<file path="config.mk">
export PLATFORM = sky130hd
export DESIGN_NAME = bank_gap_timer
export DESIGN_NICKNAME = d
export VERILOG_FILES = /design/src/rtl/bgt_pkg.sv /design/src/rtl/bgt_region_ctr.sv /design/src/rtl/bgt_stall_sel.sv /design/src/rtl/bank_gap_timer.sv
export SDC_FILE = /design/constraint.sdc
export NUM_CORES = 1
export LEC_CHECK = 0
export ABC_AREA = 1
export BUFFER_PORTS_ARGS = -buffer_cell sky130_fd_sc_hd__buf_2
export CAP_MARGIN = 20
export CORE_ASPECT_RATIO = 1.1
export CORE_MARGIN = 3
export CORE_UTILIZATION = 40
export DETAILED_ROUTE_END_ITERATION = 8
export GPL_TIMING_DRIVEN = 0
export SYNTH_ARGS = -nofsm -noshare
export SYNTH_HDL_FRONTEND = slang
export SYNTH_HIERARCHICAL = 1
export SYNTH_SLANG_ARGS = --single-unit
export TNS_END_PERCENT = 5
</file>
<file path="constraint.sdc">
create_clock -name clk -period 2.11 [get_ports clk]
set_input_delay 0.1055 -clock clk [delete_from_list [all_inputs] [get_ports clk]]
set_output_delay 0.1055 -clock clk [all_outputs]
set_load 0.01 [all_outputs]
</file>
<file path="src/rtl/bgt_pkg.sv">
package bgt_pkg;
    localparam int PER_W   = 2;
    localparam int MAX_GAP = 1 << PER_W;
    localparam int CNT_W   = $clog2(MAX_GAP + 1);

    typedef logic [CNT_W-1:0] gap_cnt_t;
    typedef logic [PER_W-1:0] period_t;

    typedef struct packed {
        gap_cnt_t remain;
    } ctr_state_t;

    function automatic gap_cnt_t period_to_load(input period_t code);
        return gap_cnt_t'(code) + gap_cnt_t'(1);
    endfunction
endpackage

</file>
<file path="src/rtl/bgt_region_ctr.sv">
module bgt_region_ctr
    import bgt_pkg::*;
(
    input  logic     clk,
    input  logic     rst_n,
    input  logic     load,
    input  gap_cnt_t load_val,
    output logic     busy
);
    ctr_state_t state_d, state_q;

    always_comb begin
        state_d = state_q;
        if (load) begin
            state_d.remain = load_val;
        end else if (state_q.remain != '0) begin
            state_d.remain = state_q.remain - gap_cnt_t'(1);
        end
    end

    always_ff @(posedge clk) begin
        if (!rst_n) begin
            state_q <= '0;
        end else begin
            state_q <= state_d;
        end
    end

    assign busy = (state_q.remain != '0);
endmodule

</file>
<file path="src/rtl/bgt_stall_sel.sv">
module bgt_stall_sel #(
    parameter int N     = 4,
    parameter int IDX_W = 2
) (
    input  logic [N-1:0]     busy,
    input  logic             xfer_start,
    input  logic [IDX_W-1:0] xfer_region,
    output logic             stall
);
    localparam int SLOTS = 1 << IDX_W;

    logic [SLOTS-1:0] padded;

    always_comb begin
        padded        = '0;
        padded[N-1:0] = busy;
        stall         = xfer_start & padded[xfer_region];
    end
endmodule

</file>
<file path="src/rtl/bank_gap_timer.sv">
module bank_gap_timer #(
    parameter int NUM_REGIONS = 4,
    localparam int IDX_W      = (NUM_REGIONS > 1) ? $clog2(NUM_REGIONS) : 1
) (
    input  logic             clk,
    input  logic             rst_n,
    input  logic [1:0]       period_sel,
    input  logic             arm_valid,
    input  logic [IDX_W-1:0] arm_region,
    input  logic             xfer_start,
    input  logic [IDX_W-1:0] xfer_region,
    output logic             stall
);
    import bgt_pkg::*;

    gap_cnt_t               load_val;
    logic [NUM_REGIONS-1:0] region_busy;

    assign load_val = period_to_load(period_t'(period_sel));

    for (genvar r = 0; r < NUM_REGIONS; r++) begin : g_region
        logic load_r;
        assign load_r = arm_valid && (arm_region == IDX_W'(r));

        bgt_region_ctr u_ctr (
            .clk      (clk),
            .rst_n    (rst_n),
            .load     (load_r),
            .load_val (load_val),
            .busy     (region_busy[r])
        );
    end

    bgt_stall_sel #(
        .N     (NUM_REGIONS),
        .IDX_W (IDX_W)
    ) u_sel (
        .busy        (region_busy),
        .xfer_start  (xfer_start),
        .xfer_region (xfer_region),
        .stall       (stall)
    );
endmodule

</file>
# Word-level counts from Yosys, hierarchy flattened
# Cells that the tools add are included.
[word_totals]
ff_bits = 12
inputBits = 10
output_inout_bits = 1
wordCells = 37
[op_classes]
add_sub_neg = 5
order_cmp = 1
eq_ne = 3
muxes = 10
n_bitwise = 1
reduce_logical = 13
[op_table]
columns = ["op", "count"]
rows = [
  ["$mux W3", 8],
  ["$reduce_bool A3 Y1", 4],
  ["$sub A3 B1 Y3 const B", 4],
  ["$reduce_bool A2 Y1", 4],
  ["$eq A2 B2 Y1 const B", 2],
  ["$logic_and A1 B1 Y1", 4],
  ["$add A2 B1 Y3 const B", 1],
  ["$lt A2 B3 Y1 const B", 1],
  ["$bmux W1 S2", 1],
  ["$eq A2 B1 Y1 const B", 1],
  ["$logic_not A2 Y1", 1],
  ["$and A1 B1 Y1", 1],
  ["$mux W1", 1],
]

# Logic depth before layout (Yosys ltp)
[depth]
depth_word = 4
ltp_mapped = 8
depth_no_buf = 8

# By module
# Netlist, hierarchy kept.
[by_module_without_submodules]
columns = ["mod", "instances", "cells_per_inst", "area_each_um2", "seq_area_each_um2"]
rows = [
  ["bgt_region_ctr", 4, 28, 196.4, 60.1],
  ["bgt_stall_sel", 1, 14, 56.3, 0.0],
  ["bank_gap_timer", 1, 10, 46.3, 0.0],
]

# Worst setup path after synthesis
# OpenSTA, ideal clock, no wires.
[synth_timing]
path_kind = "register to output"
from = "register g_region[1].u_ctr/state_q[0] (netlist bit)"
to = "output stall"
arrival_time_ns = 1.026
required_ns = 2.004
path_slack_ns = 0.979
path_stages_with_launch = 8
path_cell_list = "dfxtp_1 -> inv_1 -> ha_1 -> nand2_1 -> inv_1 -> nand2_1 -> nand3_1 -> a21oi_1"
[synth_via]
elab_chain_len = 4
[synth_lines]
columns = ["element", "line_no", "text"]
rows = [
  ["start, declared", "bgt_region_ctr.sv:10", "ctr_state_t state_d, state_q;"],
  ["start signal, assigned", "bgt_region_ctr.sv:25", "state_q <= state_d;"],
  ["$reduce_bool A3 Y1", "bgt_region_ctr.sv:29", "assign busy = (state_q.remain != '0);"],
  ["named net region_busy[1]", "bank_gap_timer.sv:17", "logic [NUM_REGIONS-1:0] region_busy;"],
  ["$bmux W1 S2", "bgt_stall_sel.sv:17", "stall = xfer_start & padded[xfer_region];"],
  ["$mux W1 (not written as such)", "bgt_stall_sel.sv:17", ""],
  ["$and A1 B1 Y1", "bgt_stall_sel.sv:17", ""],
  ["end, declared", "bank_gap_timer.sv:12", "output logic stall"],
]
# The timed path passes the listed nets, and every way through them passes these cells. The select of a mux whose other input is x is not followed.

# Worst setup path after layout
[layout_timing]
from = "register g_region[2].u_ctr/state_q[0] (netlist bit)"
to = "output stall"
[layout_via]
elab_chain_len = 4
[layout_lines]
columns = ["element", "line_no"]
rows = [
  ["start, declared", "bgt_region_ctr.sv:10"],
  ["start signal, assigned", "bgt_region_ctr.sv:25"],
  ["$reduce_bool A3 Y1", "bgt_region_ctr.sv:29"],
  ["named net region_busy[2]", "bank_gap_timer.sv:17"],
  ["$bmux W1 S2", "bgt_stall_sel.sv:17"],
  ["$mux W1 (not written as such)", "bgt_stall_sel.sv:17"],
  ["$and A1 B1 Y1", "bgt_stall_sel.sv:17"],
]
# The timed path passes the listed nets, and every way through them passes these cells. The select of a mux whose other input is x is not followed.

==> results_dict.tcl <==
set metrics [dict create \
    outcome "complete, no violations" \
    vias 833 \
    io_buffers 10 \
    globalplace.congestion 0.8213 \
    largest_register_ff_count 12 \
    grt_pass1_vias 721 \
    drtIter0Drc 12 \
    cellPowerDensity_nw_per_um2 1304 \
    final-setup-viol-count 0 \
    crit_buf_inv 3 \
    mostFrequentLayoutCells "inv_1, nand2_1, nor2_1, o21ai_0, dfxtp_1" \
    drc 0 \
    antenna_found_initial 0 \
    yosys_register_bits 12 \
    pre_cts_ws_ns 0.8542 \
    boundaryPins 11 \
    cts_resized 0 \
    synth-seq-area-share 0.2704 \
    die_x_um 50.94 \
    tightest_slew_ns 0.4023 \
    rrSetupSlack_ns 1.04 \
    leakage_nw 0.5198 \
    yosysWarnings 6 \
    hold_violations 0 \
    dr.pass1.iters 4 \
    core_um2 2063 \
    cp_slowest_cell "dfxtp_1" \
    layout-drive-gt1-share 0.1678 \
    cp-startpoint "g_region[2].u_ctr/state_q[0]$_SDFFE_PN0P_" \
    tritoncts "yes" \
    finalCritPeriodShare 0.7272 \
    cts_setup_buffers 0 \
    critPathKind "reg -> out" \
    crit_chain "inv_1, ha_1, nand2_1, inv_1, nand2_1, nand3_1, a21oi_1, buf_2" \
    ant_nets 0 \
    slew_headroom 0.7308 \
    maxClockFrequency_mhz 651.8 \
    synth_area_per_cell_um2 6.532 \
    peakVddDrop_mv 0.6402 \
    cp_top_family "flip-flops" \
    dpl.hpwl_um 1352 \
    floorplan.rows 17 \
    cts_buffers 3 \
    slowest_delay_ns 0.36 \
    setup_ws_ns 0.5757 \
    worstPathArrival_ns 1.43 \
    instances_no_fill 177 \
    worstPathMaxFanout 3 \
    n_fill_cell 221 \
    viasPerCell 4.706 \
    dp_cells 174 \
    fin_crit_ns 1.534 \
    cp-start-kind "flop" \
    fin_setup_tns_ns 0 \
    hold_path.class "in -> reg" \
    worst-path-stages 8 \
    wl_per_cell_um 9.576 \
    grt_setup_unrepaired "false" \
    fin_worst_skew_ns 0.0003157 \
    clockRootBuffer "clkbuf_4" \
    netlist-cell-type-count 13 \
    die-area_um2 2823 \
    n_antenna_cell 0 \
    r2r-end "g_region[2].u_ctr/state_q[1]$_SDFFE_PN0P_" \
    holdBufCountCts 0 \
    clk_pin_slew_worst_paths_ns 0.08 \
    h-tree-depth 1 \
    critPathCaptureType "output pin" \
    reg2reg_depth 5 \
    overflow 0 \
    cp.required_ns 2.00 \
    gr-usage-all-layers 0.1255 \
    power_mw 1.299 \
    start_util 0.4306 \
    endpoint "stall" \
    die_y_um 55.43 \
    syn-num-nets 155 \
    layout_commonest_cell "inv_1" \
    cap_violations 0 \
    netlist_area_um2 888.4 \
    grt_pass1_wl_um 2753 \
    largestRegisters "g_region.u_ctr/state_q (12)" \
    insertion_delay_ns 0.27 \
    synthCells 136 \
    nets 170 \
    drt_wl_total_um 1695 \
    cts_sinks 12 \
    grt_max_degree 9 \
    clock_path_buffers 2 \
    largest_register "g_region.u_ctr/state_q" \
    rr_startpoint "g_region[2].u_ctr/state_q[0]$_SDFFE_PN0P_" \
    area_growth_pct 12.11 \
    slew_violations 0 \
]
==> worst register-to-register path: stages (launching register included) <==
cell     delay (ns)
dfxtp_1        0.33
inv_1          0.08
ha_1           0.20
nand3_2        0.12
o21ai_0        0.17
nor2_1         0.06
==> metrics by stage <==
step                hold slack, ns  instance area [um2]    util
global placement            0.4375                973.4  0.4718
CTS                         0.1414                996.0  0.4827
floorplan                   0.2412                888.4       -
global route                0.1566                996.0  0.4827
finish                      0.1517                996.0  0.4827
detailed placement          0.4372                973.4  0.4718
==> per-layer routing <==
layer  share of wire  track usage  wire, um  up-vias
met1            0.47       0.1360       805      378
met5               0            0         0        -
met3           0.031      0.02965        53        2
li1                -            -         -      443
met2            0.49       0.2173       825       10
met4          0.0059      0.06923        10        0
==> synth_stat cells <==
master	n	area, um2
o21ai_0	12	60.06
ha_1	9	112.6
a21oi_1	9	45.04
nand3_1	2	10.01
xnor2_1	4	35.03
nor2_1	12	45.04
nand3_2	4	40.04
inv_2	4	15.01
inv_1	34	127.6
dfxtp_1	12	240.2
a21oi_2	4	35.03
nand2_1	26	97.59
nand4_1	4	25.02
==> where the power goes <==
part / internal [mW] / switching, mW
sequential: 0.337 / 0.0662
combinational: 0.322 / 0.427
clock: 0.0660 / 0.0805
==> worst min-delay path by stage <==
stage | depth (start not counted) | startpoint | end | slack (ns)
after detailed placement | 3 | rst_n | g_region[1].u_ctr/state_q[1]$_SDFFE_PN0P_ | 0.44
after global routing | 3 | rst_n | g_region[2].u_ctr/state_q[0]$_SDFFE_PN0P_ | 0.16
final | 3 | rst_n | g_region[3].u_ctr/state_q[1]$_SDFFE_PN0P_ | 0.15
after global placement | 3 | rst_n | g_region[3].u_ctr/state_q[0]$_SDFFE_PN0P_ | 0.44
after floorplan | 2 | rst_n | g_region[0].u_ctr/state_q[1]$_SDFFE_PN0P_ | 0.24
after CTS | 3 | rst_n | g_region[1].u_ctr/state_q[1]$_SDFFE_PN0P_ | 0.14
==> cell families (layout without fill, tap and decap cells) <==
group	Yosys count	count (layout)	synth area share
AO/OA/AOI/OAI	25	25	0.1577
XOR/XNOR	4	4	0.03943
adder cells (fa/ha/maj)	9	9	0.1268
buffers and inverters	38	51	0.1606
flip-flops	12	12	0.2704
AND/OR/NAND/NOR	48	48	0.2451
==> area by class of cell <==
| type | instances | area (um2) | area share |
|---|---|---|---|
| clock buffer | 3 | 22.52 | 0.02261 |
| inverter | 38 | 142.6 | 0.1432 |
| multi-input combinational | 86 | 505.5 | 0.5075 |
| sequential | 12 | 240.2 | 0.2412 |
| tap | 28 | 35.03 | 0.03518 |
| timing repair buffer | 10 | 50.05 | 0.05025 |
Power figures use the tool's default switching activity.
